## config.mk

```make
export PLATFORM = sky130hd
export DESIGN_NAME = strap_cfg_top
export DESIGN_NICKNAME = d
export VERILOG_FILES = /design/src/rtl/strap_pkg.sv /design/src/rtl/strap_capture_ctrl.sv /design/src/rtl/strap_level_latch.sv /design/src/rtl/strap_cfg_resolve.sv /design/src/rtl/strap_cfg_top.sv
export SDC_FILE = /design/constraint.sdc
export NUM_CORES = 1
export LEC_CHECK = 0
export ABC_AREA = 1
export BUFFER_PORTS_ARGS = -buffer_cell sky130_fd_sc_hd__buf_2
export CORE_MARGIN = 4
export CORE_UTILIZATION = 35
export CTS_CLUSTER_DIAMETER = 30
export DETAILED_ROUTE_END_ITERATION = 7
export GPL_TIMING_DRIVEN = 0
export PLACE_DENSITY = 0.72
export SETUP_SLACK_MARGIN = 0.02
export SKIP_LAST_GASP = 1
export SLEW_MARGIN = 10
export SYNTH_ARGS = -nofsm -noshare
export SYNTH_HDL_FRONTEND = slang
export SYNTH_SLANG_ARGS = --single-unit
export TNS_END_PERCENT = 10
```

## constraint.sdc

```tcl
create_clock -name clk -period 0.95 [get_ports clk]
set_clock_uncertainty 0.2 [all_clocks]
set_input_delay 0.095 -clock clk [delete_from_list [all_inputs] [get_ports clk]]
set_output_delay 0.095 -clock clk [all_outputs]
set_load 0.01 [all_outputs]
```

## src/rtl/strap_pkg.sv

```systemverilog
// Package strap_pkg
// Purpose: shared pin indices, level-to-bit mappings and per-pin defaults
//          for the strap capture block.
// Assumes: a level code of k-1 stands for level k; decoded pairs are held
//          as {first, second} in bits [1:0].
package strap_pkg;

    localparam int unsigned STRAP_PINS = 9;
    localparam int unsigned LVL_W      = 2;

    // pin roles (index into the level bus)
    localparam int unsigned IDX_FIBER_AD0  = 0;
    localparam int unsigned IDX_SPD_AD1    = 1;
    localparam int unsigned IDX_EEE_AD2    = 2;
    localparam int unsigned IDX_DROP_AD3   = 3;
    localparam int unsigned IDX_ANEN_AD4   = 4;
    localparam int unsigned IDX_DUPLEX     = 5;
    localparam int unsigned IDX_LED        = 6;
    localparam int unsigned IDX_IFSEL_MDIX = 7;
    localparam int unsigned IDX_CLK_RMII   = 8;

    typedef enum logic [1:0] {
        MAP_GRAY  = 2'd0,   // 00,10,11,01
        MAP_SHIFT = 2'd1,   // 10,00,01,11
        MAP_SWAP  = 2'd2,   // 00,10,01,11
        MAP_EDGE  = 2'd3    // {illegal, level4}
    } strap_map_e;

    typedef enum logic [1:0] {
        MAC_MII   = 2'd0,
        MAC_RMII  = 2'd1,
        MAC_RGMII = 2'd2
    } mac_sel_e;

    // which mapping each pin uses
    function automatic strap_map_e pin_map(input int unsigned idx);
        case (idx)
            IDX_SPD_AD1, IDX_ANEN_AD4: return MAP_SHIFT;
            IDX_CLK_RMII:              return MAP_SWAP;
            IDX_DUPLEX:                return MAP_EDGE;
            default:                   return MAP_GRAY;
        endcase
    endfunction

    // level code held while reset is asserted (pull-up pins sit at level 4)
    function automatic logic [1:0] pin_default(input int unsigned idx);
        case (idx)
            IDX_FIBER_AD0, IDX_DUPLEX, IDX_LED, IDX_IFSEL_MDIX: return 2'b11;
            default:                                           return 2'b00;
        endcase
    endfunction

    // level code -> {first, second}
    function automatic logic [1:0] map_level(input strap_map_e m, input logic [1:0] code);
        logic [1:0] r;
        case (m)
            MAP_GRAY:  r = {code[0] ^ code[1], code[1]};
            MAP_SHIFT: r = {code[0] ~^ code[1], code[1]};
            MAP_SWAP:  r = {code[0], code[1]};
            default:   r = {code[0] ^ code[1], code[0] & code[1]};
        endcase
        return r;
    endfunction

endpackage

```

## src/rtl/strap_capture_ctrl.sv

```systemverilog
// Module strap_capture_ctrl
// Purpose: decides when the strap levels are latched: once on the first
//          edge after hardware reset, and once per software reset request
//          written through the register port. Holds the self-clearing bit.
// Assumes: single-cycle writes; reads are combinational on the address.
module strap_capture_ctrl #(
    parameter int unsigned REG_AW     = 5,
    parameter int unsigned REG_DW     = 16,
    parameter logic [REG_AW-1:0] SWRST_ADDR = 5'h1F,
    parameter int unsigned SWRST_BIT  = 15
) (
    input  logic              clk,
    input  logic              rst_n,
    input  logic              reg_wr,
    input  logic [REG_AW-1:0] reg_addr,
    input  logic [REG_DW-1:0] reg_wdata,
    output logic [REG_DW-1:0] reg_rdata,
    output logic              sw_pend,
    output logic              cap_en
);

    localparam logic [REG_DW-1:0] RST_MASK = REG_DW'(1) << SWRST_BIT;

    logic hw_done;
    logic sw_done;
    logic wr_hit;
    logic wdata_unused;

    assign wdata_unused = ^(reg_wdata & ~RST_MASK);
    assign wr_hit = reg_wr && (reg_addr == SWRST_ADDR) && reg_wdata[SWRST_BIT];
    assign cap_en = !hw_done || (sw_pend && !sw_done);

    // remember that the post-reset capture has happened
    always_ff @(posedge clk) begin
        if (!rst_n) hw_done <= 1'b0;
        else        hw_done <= 1'b1;
    end

    // self-clearing reset bit: set by write, cleared one cycle after capture
    always_ff @(posedge clk) begin
        if (!rst_n) begin
            sw_pend <= 1'b0;
            sw_done <= 1'b0;
        end else begin
            sw_done <= sw_pend && !sw_done;
            if (wr_hit)       sw_pend <= 1'b1;
            else if (sw_done) sw_pend <= 1'b0;
        end
    end

    // read port: only the reset bit is implemented
    always_comb begin
        reg_rdata = '0;
        if (reg_addr == SWRST_ADDR) reg_rdata = sw_pend ? RST_MASK : '0;
    end

endmodule

```

## src/rtl/strap_level_latch.sv

```systemverilog
// Module strap_level_latch
// Purpose: one capture register per strap pin, reset to that pin's default
//          level, followed by that pin's level-to-bits mapping.
// Assumes: cap_en is a one-cycle strobe from the capture controller.
module strap_level_latch
    import strap_pkg::*;
#(
    parameter int unsigned NPINS = STRAP_PINS
) (
    input  logic                   clk,
    input  logic                   rst_n,
    input  logic                   cap_en,
    input  logic [NPINS*LVL_W-1:0] lvl_in,
    output logic [NPINS*2-1:0]     dec_bits
);

    for (genvar i = 0; i < NPINS; i++) begin : g_pin
        localparam logic [1:0]  DEF = pin_default(i);
        localparam strap_map_e  MAP = pin_map(i);
        logic [LVL_W-1:0] lvl_q;

        // hold the level code between capture events
        always_ff @(posedge clk) begin
            if (!rst_n)      lvl_q <= DEF;
            else if (cap_en) lvl_q <= lvl_in[i*LVL_W +: LVL_W];
        end

        // per-pin mapping to {first, second}
        assign dec_bits[2*i +: 2] = map_level(MAP, lvl_q);
    end

endmodule

```

## src/rtl/strap_cfg_resolve.sv

```systemverilog
// Module strap_cfg_resolve
// Purpose: second decode layer: combines decoded strap bits into address,
//          line mode, advertisement, MAC interface, LED and enable outputs.
// Assumes: dec_bits is stable between captures; purely combinational.
module strap_cfg_resolve
    import strap_pkg::*;
(
    input  logic [STRAP_PINS*2-1:0] dec_bits,
    output logic [4:0]              phy_addr,
    output logic                    fiber_en,
    output logic                    autoneg_en,
    output logic                    speed_100,
    output logic                    full_duplex,
    output logic [3:0]              adv_mask,
    output logic [1:0]              mac_if,
    output logic                    ref_50m,
    output logic                    if_reserved,
    output logic                    strap_illegal,
    output logic                    eee_en,
    output logic                    fastdrop_en,
    output logic                    mdix_auto_en,
    output logic                    sig_det_en,
    output logic                    led_speed,
    output logic                    led_link_only
);

    logic fx, an_en, spd_sel, dup_sel, rgmii_sel, rmii_sel, clk50, aux_bit;

    assign fx        = dec_bits[2*IDX_FIBER_AD0+1];
    assign spd_sel   = dec_bits[2*IDX_SPD_AD1+1];
    assign an_en     = dec_bits[2*IDX_ANEN_AD4+1];
    assign dup_sel   = dec_bits[2*IDX_DUPLEX];
    assign rgmii_sel = dec_bits[2*IDX_IFSEL_MDIX+1];
    assign aux_bit   = dec_bits[2*IDX_IFSEL_MDIX];
    assign clk50     = dec_bits[2*IDX_CLK_RMII+1];
    assign rmii_sel  = dec_bits[2*IDX_CLK_RMII];

    // address is the second bit of the five address-carrying pins
    for (genvar k = 0; k < 5; k++) begin : g_addr
        assign phy_addr[k] = dec_bits[2*k];
    end

    assign strap_illegal = dec_bits[2*IDX_DUPLEX+1];
    assign eee_en        = dec_bits[2*IDX_EEE_AD2+1];
    assign fastdrop_en   = dec_bits[2*IDX_DROP_AD3+1];
    assign led_speed     = dec_bits[2*IDX_LED+1];
    assign led_link_only = dec_bits[2*IDX_LED];

    // line mode: fiber overrides, then forced or advertised copper
    always_comb begin
        fiber_en    = fx;
        autoneg_en  = 1'b0;
        speed_100   = 1'b0;
        full_duplex = 1'b0;
        adv_mask    = 4'b0000;
        if (fx) begin
            speed_100   = 1'b1;
            full_duplex = dup_sel;
        end else if (!an_en) begin
            speed_100   = spd_sel;
            full_duplex = dup_sel;
        end else begin
            autoneg_en  = 1'b1;
            adv_mask    = {spd_sel & dup_sel, spd_sel, dup_sel, 1'b1};
        end
    end

    // MAC interface and reference clock, with reserved corners flagged
    always_comb begin
        ref_50m     = 1'b0;
        if_reserved = 1'b0;
        if (rgmii_sel) begin
            mac_if      = MAC_RGMII;
            if_reserved = clk50;
        end else if (rmii_sel) begin
            mac_if      = MAC_RMII;
            ref_50m     = clk50;
        end else begin
            mac_if      = MAC_MII;
            if_reserved = clk50;
        end
    end

    // shared bit: signal detect for fiber, crossover for copper
    assign sig_det_en   = aux_bit & fx;
    assign mdix_auto_en = aux_bit & ~fx;

endmodule

```

## src/rtl/strap_cfg_top.sv

```systemverilog
// Module strap_cfg_top
// Purpose: captures nine four-level strap codes and decodes them into the
//          device's static configuration; exposes the software reset bit.
// Assumes: level codes come from an external comparator stage and are
//          already synchronous to clk.
module strap_cfg_top
    import strap_pkg::*;
#(
    parameter int unsigned REG_AW     = 5,
    parameter int unsigned REG_DW     = 16,
    parameter logic [REG_AW-1:0] SWRST_ADDR = 5'h1F,
    parameter int unsigned SWRST_BIT  = 15
) (
    input  logic                        clk,
    input  logic                        rst_n,
    input  logic [STRAP_PINS*LVL_W-1:0] strap_lvl,
    input  logic                        reg_wr,
    input  logic [REG_AW-1:0]           reg_addr,
    input  logic [REG_DW-1:0]           reg_wdata,
    output logic [REG_DW-1:0]           reg_rdata,
    output logic [4:0]                  phy_addr,
    output logic                        fiber_en,
    output logic                        autoneg_en,
    output logic                        speed_100,
    output logic                        full_duplex,
    output logic [3:0]                  adv_mask,
    output logic [1:0]                  mac_if,
    output logic                        ref_50m,
    output logic                        if_reserved,
    output logic                        strap_illegal,
    output logic                        eee_en,
    output logic                        fastdrop_en,
    output logic                        mdix_auto_en,
    output logic                        sig_det_en,
    output logic                        led_speed,
    output logic                        led_link_only
);

    logic                    cap_en;
    logic                    sw_pend;
    logic [STRAP_PINS*2-1:0] dec_bits;

    strap_capture_ctrl #(
        .REG_AW(REG_AW), .REG_DW(REG_DW),
        .SWRST_ADDR(SWRST_ADDR), .SWRST_BIT(SWRST_BIT)
    ) u_ctrl (
        .clk(clk), .rst_n(rst_n), .reg_wr(reg_wr), .reg_addr(reg_addr),
        .reg_wdata(reg_wdata), .reg_rdata(reg_rdata),
        .sw_pend(sw_pend), .cap_en(cap_en)
    );

    strap_level_latch #(.NPINS(STRAP_PINS)) u_latch (
        .clk(clk), .rst_n(rst_n), .cap_en(cap_en),
        .lvl_in(strap_lvl), .dec_bits(dec_bits)
    );

    strap_cfg_resolve u_resolve (
        .dec_bits(dec_bits), .phy_addr(phy_addr), .fiber_en(fiber_en),
        .autoneg_en(autoneg_en), .speed_100(speed_100),
        .full_duplex(full_duplex), .adv_mask(adv_mask), .mac_if(mac_if),
        .ref_50m(ref_50m), .if_reserved(if_reserved),
        .strap_illegal(strap_illegal), .eee_en(eee_en),
        .fastdrop_en(fastdrop_en), .mdix_auto_en(mdix_auto_en),
        .sig_det_en(sig_det_en), .led_speed(led_speed),
        .led_link_only(led_link_only)
    );

endmodule

```

==> out/metrics.cfg <==
[worst_setup_path]
slowest_stage = dfxtp_2
setup.worst_path.start_class = register
crit_fanout = 3
crit_chain = inv_2 > nand2_4 > nand2_4 > nor2_4 > buf_6 > buf_6
crit_required_ns = 0.65
path_delay_family = flip-flops
worstPathArrival_ns = 1.19
cp-end-kind = output pin
slowest_delay_ns = 0.38
critical_path_class = reg2out
crit_buf_inv = 3

[run_status]
status = finished, violations left
violations = negative hold slack, negative setup slack

[cts]
cts_hold_repair.buffers = 19
cts_tree = done
cts_sinks = 21
clk-insertion-delay-late_ns = 0.30
htreeDepth = 1
clockBufferDepth = 2
path_clk_slew_ns = 0.11
clockRootBuffer = clkbuf_4
numCtsBuffers = 3

[route]
vias = 1252
wl_met2_um = 1671
vias_per_cell = 4.105
ant_nets = 0
wl_met1_um = 1204
drc = 0
drt_pass1_iterations = 6
totalWireLength_um = 3081
wl_met3_um = 160
top_layer = met4
post_drt_wl_per_cell_um = 10.10
initialDrtViolationCount = 32

[final_layout]
fillers = 290
final_cell_mix = buf_2, buf_4, nand3_1
final_nets = 305
antennaDiodeCount = 0
final_common_cell = buf_2
drive_above_1_share_pct = 47.51
syn2layout_area_growth_pct = 64.18

[grt]
gr-total-overflow = 0
grtUsageTotal_pct = 13.75
antenna_found_initial = 0
grt_max_degree = 12
grt_pass1_vias = 1055
grt_pass1_wl_um = 4671

[power]
power.density_mw_per_mm2 = 1127
total_power_uw = 2172
power.leakage_uw = 0.001051
max-vdd-ir-drop_v = 0.0004403

[die]
die_x_um = 65.91
start_util_pct = 37.52
io_pins = 82
core_mm2 = 0.003128
die_area_mm2 = 0.004343
die_h_um = 65.91
rows = 20

[timing]
drv_slew = 0
whs_ns = -0.08781
finalSetupTns_ns = -14.39
setup_slack_ns = -0.5309
min_period_ns = 1.481
fmax_mhz = 675.3
finalCritPeriodShare_pct = 155.9
final_hold_viol_count = 1
setup_viol = 44
rsz0062_at_grt = true

[yosys]
ys_types = 17
synthCells = 168
synth_warnings = 0
yosysSeqAreaShare_pct = 35.82
ys_ff_latch = 21
synth_top_area_share_pct = 35.82
syn_avg_cell_area_um2 = 6.986
netlist_top_cells_area = dfxtp_1, buf_4, nand3_1
syn_area_mm2 = 0.001174
synth_largest_area_cell = dfxtp_1

[place]
port_buffers = 51
dp_hpwl_um = 2038
gp_congestion = 0.7596

[run]
cap_violations = 0

[min_path]
holdCritPathClass = in2reg

-- routing by layer --
layer / track usage [%] / vias up
li1: - / 667
met1: 16.08 / 542
met2: 25.66 / 39
met3: 0.8503 / 4
met4: 5.440 / 0
met5: 0 / -
-- cell families (layout without fill, tap and decap cells) --
family	after synthesis	after routing	share of synthesized area, %
xor gates and xnor gates	4	4	2.985
adders and majority gates	1	1	1.066
buffers and inverters	45	124	22.92
DFF	21	21	35.82
other	1	15	0.3195
and+or+nand+nor	96	96	36.89
-- where the power goes --
group | switching, uW | internal (uW)
Clock | 258 | 163
Sequential | 52.8 | 939
Combinational | 361 | 397
Total | 672 | 1500
-- worst paths after layout --
kind | startpoint | to | slack (ns) | depth (start not counted)
setup / recovery | u_latch.g_pin[4].lvl_q[0] | adv_mask[0] | -0.53 | 6
hold / removal | reg_wr | u_ctrl.sw_pend | -0.09 | 4
setup reg to reg | u_ctrl.sw_pend | u_latch.g_pin[4].lvl_q[0] | -0.29 | 5
hold reg to reg | u_latch.g_pin[6].lvl_q[0] | u_latch.g_pin[6].lvl_q[0] | 0.32 | 2
-- state kept, by name, indices dropped and copies added (netlist names) --
| register | flops |
|---|---|
| u_ctrl.hw_done | 1 |
| u_ctrl.sw_pend | 1 |
| u_latch.g_pin.lvl_q | 18 |
| u_ctrl.sw_done | 1 |
-- layout make-up --
class	instances	area [um^2]	share of cell area [%]
plain buffers	27	205.2	10.65
clock buffers	4	26.28	1.364
inverters	18	70.07	3.636
multi-input cells	116	638.1	33.12
flip-flops and latches	21	442.9	22.99
well taps	44	55.05	2.857
repair buffers	75	489.2	25.39
-- Yosys cell counts --
cell type / number
nand2_4: 2
inv_1: 17
dfxtp_1: 21
and3_1: 1
nand2_1: 31
buf_4: 24
nand3_1: 28
nor3b_1: 1
xor2_1: 4
buf_2: 2
nor3_1: 3
conb_1: 1
inv_2: 1
ha_1: 1
nor2_1: 28
nand3_2: 2
buf_6: 1
-- through the flow --
step | setup WS (ns) | utilization (%) | hold slack (ns) | cells | instance area (um^2)
global route | -0.5984 | 61.60 | -0.05820 | 305 | 1927
finish | -0.5309 | 61.60 | -0.08781 | 305 | 1927
detailed placement | -0.2756 | 51.20 | 0.01932 | 277 | 1602
CTS | -0.5269 | 60.88 | -0.08832 | 304 | 1904
floorplan | -0.1194 | - | -0.07728 | 182 | 1291
global placement | -0.2475 | 51.20 | 0.01897 | 277 | 1602
-- tightest hold or removal path, cell delays in order --
cell and delay (ns):
buf_2 0.07, and3_1 0.13, nand2_1 0.05, nand2_1 0.05
-- what timing repair did --
item | 4_1_cts | 5_1_grt
setup buffers | 4 | 1
pin swaps | 5 | 3
setup endpoints to repair | 43 | 44
endpoints found under the hold margin | 20 | 1
gates resized for setup | 17 | 6
Note: power is estimated with default switching activity, not from simulation.
